`src/rtl/sync_clk_divider.sv`:
```
module sync_clk_divider #(
  parameter int NCH = 4,
  parameter int NW  = 5,
  parameter int LAT = 15
) (
  input  logic                    clk,
  input  logic                    rst_n,
  input  logic                    sync_n,
  input  logic                    pd_n,
  input  logic                    cal_busy,
  input  logic                    upd,
  input  logic                    stg_soft_sync,
  input  logic                    stg_soft_rst,
  input  logic                    stg_pd_dist,
  input  logic [NCH-1:0]          stg_excl,
  input  logic [NCH-1:0]          stg_preset,
  input  logic [NCH-1:0][NW-1:0]  stg_div,
  input  logic [NCH-1:0][NW-1:0]  stg_phase,
  output logic [NCH-1:0]          clk_out
);
  localparam int CW = $clog2(LAT);
  localparam int MW = NW + 1;
  localparam logic [CW-1:0] KREL = CW'(LAT - 4);

  logic                   soft_sync_q, soft_rst_q, pd_dist_q;
  logic [NCH-1:0]         ex_q, pre_q;
  logic [NCH-1:0][NW-1:0] div_q, ph_q;
  logic                   req_raw, s1, req_s, hold;
  logic [CW-1:0]          rel_cnt;

  always_ff @(posedge clk or negedge rst_n) begin
    if (!rst_n) begin
      soft_sync_q <= 1'b0;
      soft_rst_q  <= 1'b0;
      pd_dist_q   <= 1'b0;
      ex_q        <= '0;
      pre_q       <= '0;
      div_q       <= '0;
      ph_q        <= '0;
    end else if (upd) begin
      soft_sync_q <= stg_soft_sync;
      soft_rst_q  <= stg_soft_rst;
      pd_dist_q   <= stg_pd_dist;
      ex_q        <= stg_excl;
      pre_q       <= stg_preset;
      div_q       <= stg_div;
      ph_q        <= stg_phase;
    end
  end

  assign req_raw = !sync_n || !pd_n || cal_busy || soft_sync_q || soft_rst_q || pd_dist_q;

  always_ff @(posedge clk or negedge rst_n) begin
    if (!rst_n) begin
      s1      <= 1'b1;
      req_s   <= 1'b1;
      hold    <= 1'b1;
      rel_cnt <= '0;
    end else begin
      s1    <= req_raw;
      req_s <= s1;
      if (req_s) begin
        hold    <= 1'b1;
        rel_cnt <= '0;
      end else if (hold) begin
        if (rel_cnt == KREL) hold <= 1'b0;
        else                 rel_cnt <= rel_cnt + CW'(1);
      end
    end
  end

  for (genvar i = 0; i < NCH; i++) begin : g_ch
    logic [NW-1:0] pos;
    logic [MW-1:0] n, hi, ld;
    logic          o;

    assign n  = (div_q[i] == '0) ? MW'(2) : {1'b0, div_q[i]} + MW'(1);
    assign hi = n - (n >> 1);
    assign ld = ({1'b0, ph_q[i]} < n) ? {1'b0, ph_q[i]} : '0;

    always_ff @(posedge clk or negedge rst_n) begin
      if (!rst_n) begin
        pos <= '0;
        o   <= 1'b0;
      end else if (hold && !ex_q[i]) begin
        pos <= ld[NW-1:0];
        o   <= pre_q[i];
      end else begin
        o   <= ({1'b0, pos} < hi);
        pos <= ({1'b0, pos} >= n - MW'(1)) ? '0 : pos + NW'(1);
      end
    end

    assign clk_out[i] = o;
  end
endmodule

```
`config.mk`:
```
export PLATFORM = sky130hd
export DESIGN_NAME = sync_clk_divider
export DESIGN_NICKNAME = d
export VERILOG_FILES = /design/src/rtl/sync_clk_divider.sv
export SDC_FILE = /design/constraint.sdc
export NUM_CORES = 1
export LEC_CHECK = 0
export ABC_AREA = 0
export CAP_MARGIN = 20
export CORE_AREA = 3 3 117 119
export DETAILED_ROUTE_END_ITERATION = 6
export DIE_AREA = 0 0 120 122
export PLACE_DENSITY = 0.73
export SYNTH_ARGS = -nofsm -noshare
export SYNTH_HDL_FRONTEND = slang
export SYNTH_SLANG_ARGS = --single-unit
export TNS_END_PERCENT = 30
```
`constraint.sdc`:
```
create_clock -name clk -period 4.1 [get_ports clk]
set_clock_uncertainty 0.05 [all_clocks]
set_input_delay 0.82 -clock clk [delete_from_list [all_inputs] [get_ports clk]]
set_output_delay 0.82 -clock clk [all_outputs]
set_load 0.05 [all_outputs]
```
==> Yosys cells after proc, flatten, opt, wreduce, memory -nomap -nowiden <==
Cells that the tools add are included.
Widths: inputs -> output; s select.
{ "word_totals": {"elab_cells": 103, "output_inout_bits": 4, "regBits": 82} }
{ "classes": {"n_lt_le_gt_ge": 12, "add_sub_neg": 17, "eq_ne": 2, "n_reduce_logical": 21, "muxes": 26} }
{ "ops": {"columns": ["op", "count"], "rows": [
  ["$mux 5", 12],
  ["$lt 5x6->1", 8],
  ["$add 5x1->6 const B", 4],
  ["$ge 5x6->1", 4],
  ["$mux 6", 4],
  ["$sub 6x1->6 const B", 4],
  ["$sub 6x5->6", 4],
  ["$add 5x1->5 const B", 4],
  ["$logic_not 5->1", 4],
  ["$mux 4", 3],
  ["$mux 1", 7],
  ["$logic_not 1->1", 6],
  ["$logic_or 1x1->1", 5],
  ["$add 4x1->4 const B", 1],
  ["$eq 4x4->1 const B", 1],
  ["$logic_and 1x1->1", 4],
  ["$ne 2x2->1 const B", 1],
  ["$reduce_and 2->1", 1],
  ["$reduce_bool 2->1", 1]
]} }

==> Logic depth before layout (Yosys ltp) <==
{ "depth": {"ltp_word": 6, "depth_mapped": 16, "ltp_nobuf": 16} }

==> Worst setup path after synthesis <==
OpenSTA, ideal clock, no wires.
{ "synth_path": {"kind": "register to register", "from": "register div_q[0] in the netlist's numbering", "to": "register g_ch[0].o", "slack_ns": 1.210, "arrival_ns": 2.700, "path_buffers": 0, "period_less_slack_ns": 2.890, "stages_incl_launch_ff": 16, "path_cell_list": "dfrtp_1 -> inv_1 -> ha_1 -> nor4b_2 -> or2_2 -> ha_1 -> fa_1 -> nor2_1 -> nor2_1 -> nor2_1 -> nor2_1 -> xor2_1 -> ha_1 -> o21ai_0 -> o21bai_1 -> a31oi_1"} }
{ "synth_between": {"elab_chain_cells": 5} }
{ "synth_lines": {"columns": ["element", "line", "rtl"], "rows": [
  ["start: declaration", "27", "logic [NCH-1:0][NW-1:0] div_q, ph_q;"],
  ["start signal: assignment", "46", "div_q <= stg_div;"],
  ["$add 5x1->6 / $logic_not 5->1 (equally long branches)", "77", "assign n = (div_q[i] == '0) ? MW'(2) : {1'b0, div_q[i]} + MW'(1);"],
  ["$mux 6 (*)", "77", null],
  ["$sub 6x5->6 (*)", "78", "assign hi = n - (n >> 1);"],
  ["$lt 5x6->1 (*)", "89", "o <= ({1'b0, pos} < hi);"],
  ["$mux 1 (*)", "85", "end else if (hold && !ex_q[i]) begin"],
  ["end signal: assignment", "87", "o <= pre_q[i];"],
  ["end signal: assignment", "89", null],
  ["end: declaration", "75", "logic o;"]
]} }
Mark *: on every way between the ends. The rest lies on a longest branch, timed or not.
A chain may end at the register's enable or synchronous reset.

==> Worst setup path in the final report <==
Same ends and word-level chain as after synthesis.

==> impl_metrics.ini <==
[timing]
period_share_pct = 76.37
setup_tns_ns = 0
max_freq_mhz = 319.4
worstMarginPinSlew_ns = 0.8517
finalWorstSetupSlack_ns = 0.9687
finalHoldViolations = 0
slew_headroom_pct = 43.22
period_needed_ns = 3.131
setup-violations-final = 0
rsz0062_at_grt = false
drv_slew = 0

[setup_path]
reg2reg_from = div_q[0]
start_kind = register
arrival_ns = 3.29
reg2reg_slack_ns = 0.97
r2r-end = g_ch[0].o
rr_worst_depth = 15
cp_max_fo = 6
worstSetupPathType = reg -> reg
end_kind = register
required_ns = 4.26

[cells_and_area]
diodes = 0
finalNonFillerCells = 849
drive_above_1_share_pct = 11.96
final_cell_mix = ha_1, dfrtp_1, nand2_1
final_common_cell = ha_1
fin_util_pct = 56.19
nNetsFinal = 830
fillCellCount = 1119
postLayoutCellArea_mm2 = 0.007119
areaGrowthSynthToFinish_pct = 16.38

[global_routing]
busiest_layer = met2
met2_usage_pct = 33.23
grt_usage_pct = 18.50
grt_pass1_wl_mm = 21.97
first_global_vias = 4792
use_met3_pct = 4.968
grtUsageMet1_pct = 21.77
grt-ovfl-total = 0
antenna_found_initial = 0
grt_start_max_net_pins = 63

[synthesis]
synthFlopType = dfrtp_1
ys_async_sr_fraction_pct = 100.0
seq_area_frac_synth_pct = 33.61
ys_top_cells_by_area = dfrtp_1, ha_1, mux2_2, nand2_1, xnor2_1
synthesis.instances = 617
syn-num-nets = 775
syn_area_per_cell_um2 = 9.914
synth_top_cell_by_area = dfrtp_1
yosysWarnings = 0
syn_area_mm2 = 0.006117
ys_ff_latch = 82
yosys.cell_types.count = 47
synth.top_cell.area_share_pct = 32.32
synth-edff-count = 0

[clock_network]
clock_latency_ns = 0.35
cts_setup_buffers = 0
cts-root-buf = clkbuf_16
postCtsHoldBufs = 0
cts.repair.resized = 0
cts_sinks = 82
cts_tree = built
cts_buffers = 9
clockBufferDepth = 2
cts.clk_slew.worst_paths_ns = 0.06
h-tree-depth = 3

[hold_path]
whs_endpoint = req_s
hold_path_class = reg -> reg
whs_path_depth = 0
worstHoldStart = s1

[die]
design.die.area_mm2 = 0.01464
io_pins = 61
die_w_um = 120
std_cell_rows = 41
start_util_pct = 48.28
coreArea_mm2 = 0.01267
die_h_um = 122

[outcome]
outcome = finished, final reports clean

[placed_design]
portBuffers = 60
dp_hpwl_mm = 9.672
place_ws_ns = 0.9950
gp_congestion = 0.9175
postPlaceCellArea_mm2 = 0.006838
dp_cells = 833

[detailed_routing]
routed_wl_mm = 12.61
drt_iter0_drc = 179
drtPass1Iterations = 4
routed_via_density = 5.283
remaining_drc_errors = 0
dr_total_vias = 4485
ant_nets = 0
wire_per_inst_um = 14.85

[job]
drv_cap = 0

[pwr]
p_per_area_mw_per_mm2 = 468.0
peakVddDrop_uv = 284.7
leakagePower_nw = 3.218
## worst max-delay path, stage by stage, from the launching register on
cell and delay, ns:
dfrtp_1 0.43, inv_1 0.09, ha_1 0.22, nor4b_2 0.18, or2_2 0.32, ha_1 0.25
fa_1 0.46, nor2_1 0.11, nor2_1 0.04, nor2_1 0.08, nor2_1 0.05, xor2_1 0.14
ha_1 0.27, o21ai_0 0.08, o21bai_1 0.13, a31oi_1 0.09
## registers in the layout, indices dropped and copies added, names as in the netlist
name and count:
div_q 20, g_ch.pos 20, ph_q 20, ex_q 4, g_ch.o 4, pre_q 4
rel_cnt 4, hold 1, pd_dist_q 1, req_s 1, s1 1, soft_rst_q 1
soft_sync_q 1
## layout make-up
class	instances	area [um^2]	share of cell area (%)
Clock buffer	12	236.5	3.322
Clock inverter	4	45.04	0.6327
Inverter	37	138.9	1.951
Multi-Input combinational cell	480	3820	53.66
Sequential cell	82	2056	28.88
Tap cell	172	215.2	3.023
Timing Repair Buffer	62	608.1	8.541
## layer usage
metal  wire (um)  vias up
met5           0        -
met4         167        0
met3         562       16
met2        6314       75
met1        5561     2131
li1            -     2263
## how the worst max path moves through the flow
stage | depth (start not counted) | slack, ns | end | start
2_1_floorplan | 15 | 1.21 | g_ch[0].o | div_q[0]
3_5_place_dp | 15 | 1.0 | g_ch[0].o | div_q[0]
3_3_place_gp | 15 | 1.12 | g_ch[0].o | div_q[0]
4_1_cts | 15 | 0.97 | g_ch[0].o | div_q[0]
6_report | 15 | 0.97 | g_ch[0].o | div_q[0]
5_1_grt | 14 | 0.61 | g_ch[2].o | div_q[10]
## logic make-up (layout without fill, tap and decap cells)
family	Yosys count	in the layout	synth area share (%)
AND/OR/NAND/NOR	182	182	14.34
AO/OA/AOI/OAI	104	104	12.05
adder cells (fa/ha/maj)	101	101	21.15
flip-flops	82	82	33.61
buffers and inverters	55	115	3.948
XOR/XNOR	54	54	7.732
multiplexers	39	39	7.179
## per-stage QoR
step / hold WS, ns / power [mW]
5_1_grt: 0.3295 / 3.613
4_1_cts: 0.3158 / 3.364
3_5_place_dp: 0.3083 / 2.550
2_1_floorplan: 0.2952 / 2.181
6_report: 0.3176 / 3.332
3_3_place_gp: 0.3064 / 2.461
## report_power, final
part,leakage [nW],internal (mW),switching [mW]
registers,0.988,0.953,0.186
clock network,0.140,0.469,0.320
logic,2.09,0.662,0.741
total,3.22,2.08,1.25
## synthesized netlist by cell type, types with 3 or more instances
cell and count:
or3_1 4, nor3_1 4, or2_1 3, o2111a_1 4, buf_2 4, nor2_1 38
o211ai_1 6, nor4b_2 4, nand2b_1 10, o21ai_1 29, ha_1 97, nand3_1 28
o2bb2ai_1 4, xor2_1 27, or2_2 8, dfrtp_1 79, nor2b_1 4, a211oi_1 4
a21o_1 5, inv_1 37, a21oi_1 11, buf_4 4, o21ai_0 17, a21o_2 3
dfstp_2 3, mux2_2 39, xnor2_1 27, nand2_1 69, clkbuf_1 6, fa_1 4
nor3b_1 3, o2111ai_1 4, a31oi_4 4, a31oi_1 5
No activity file was read; power rests on OpenSTA's default activity.
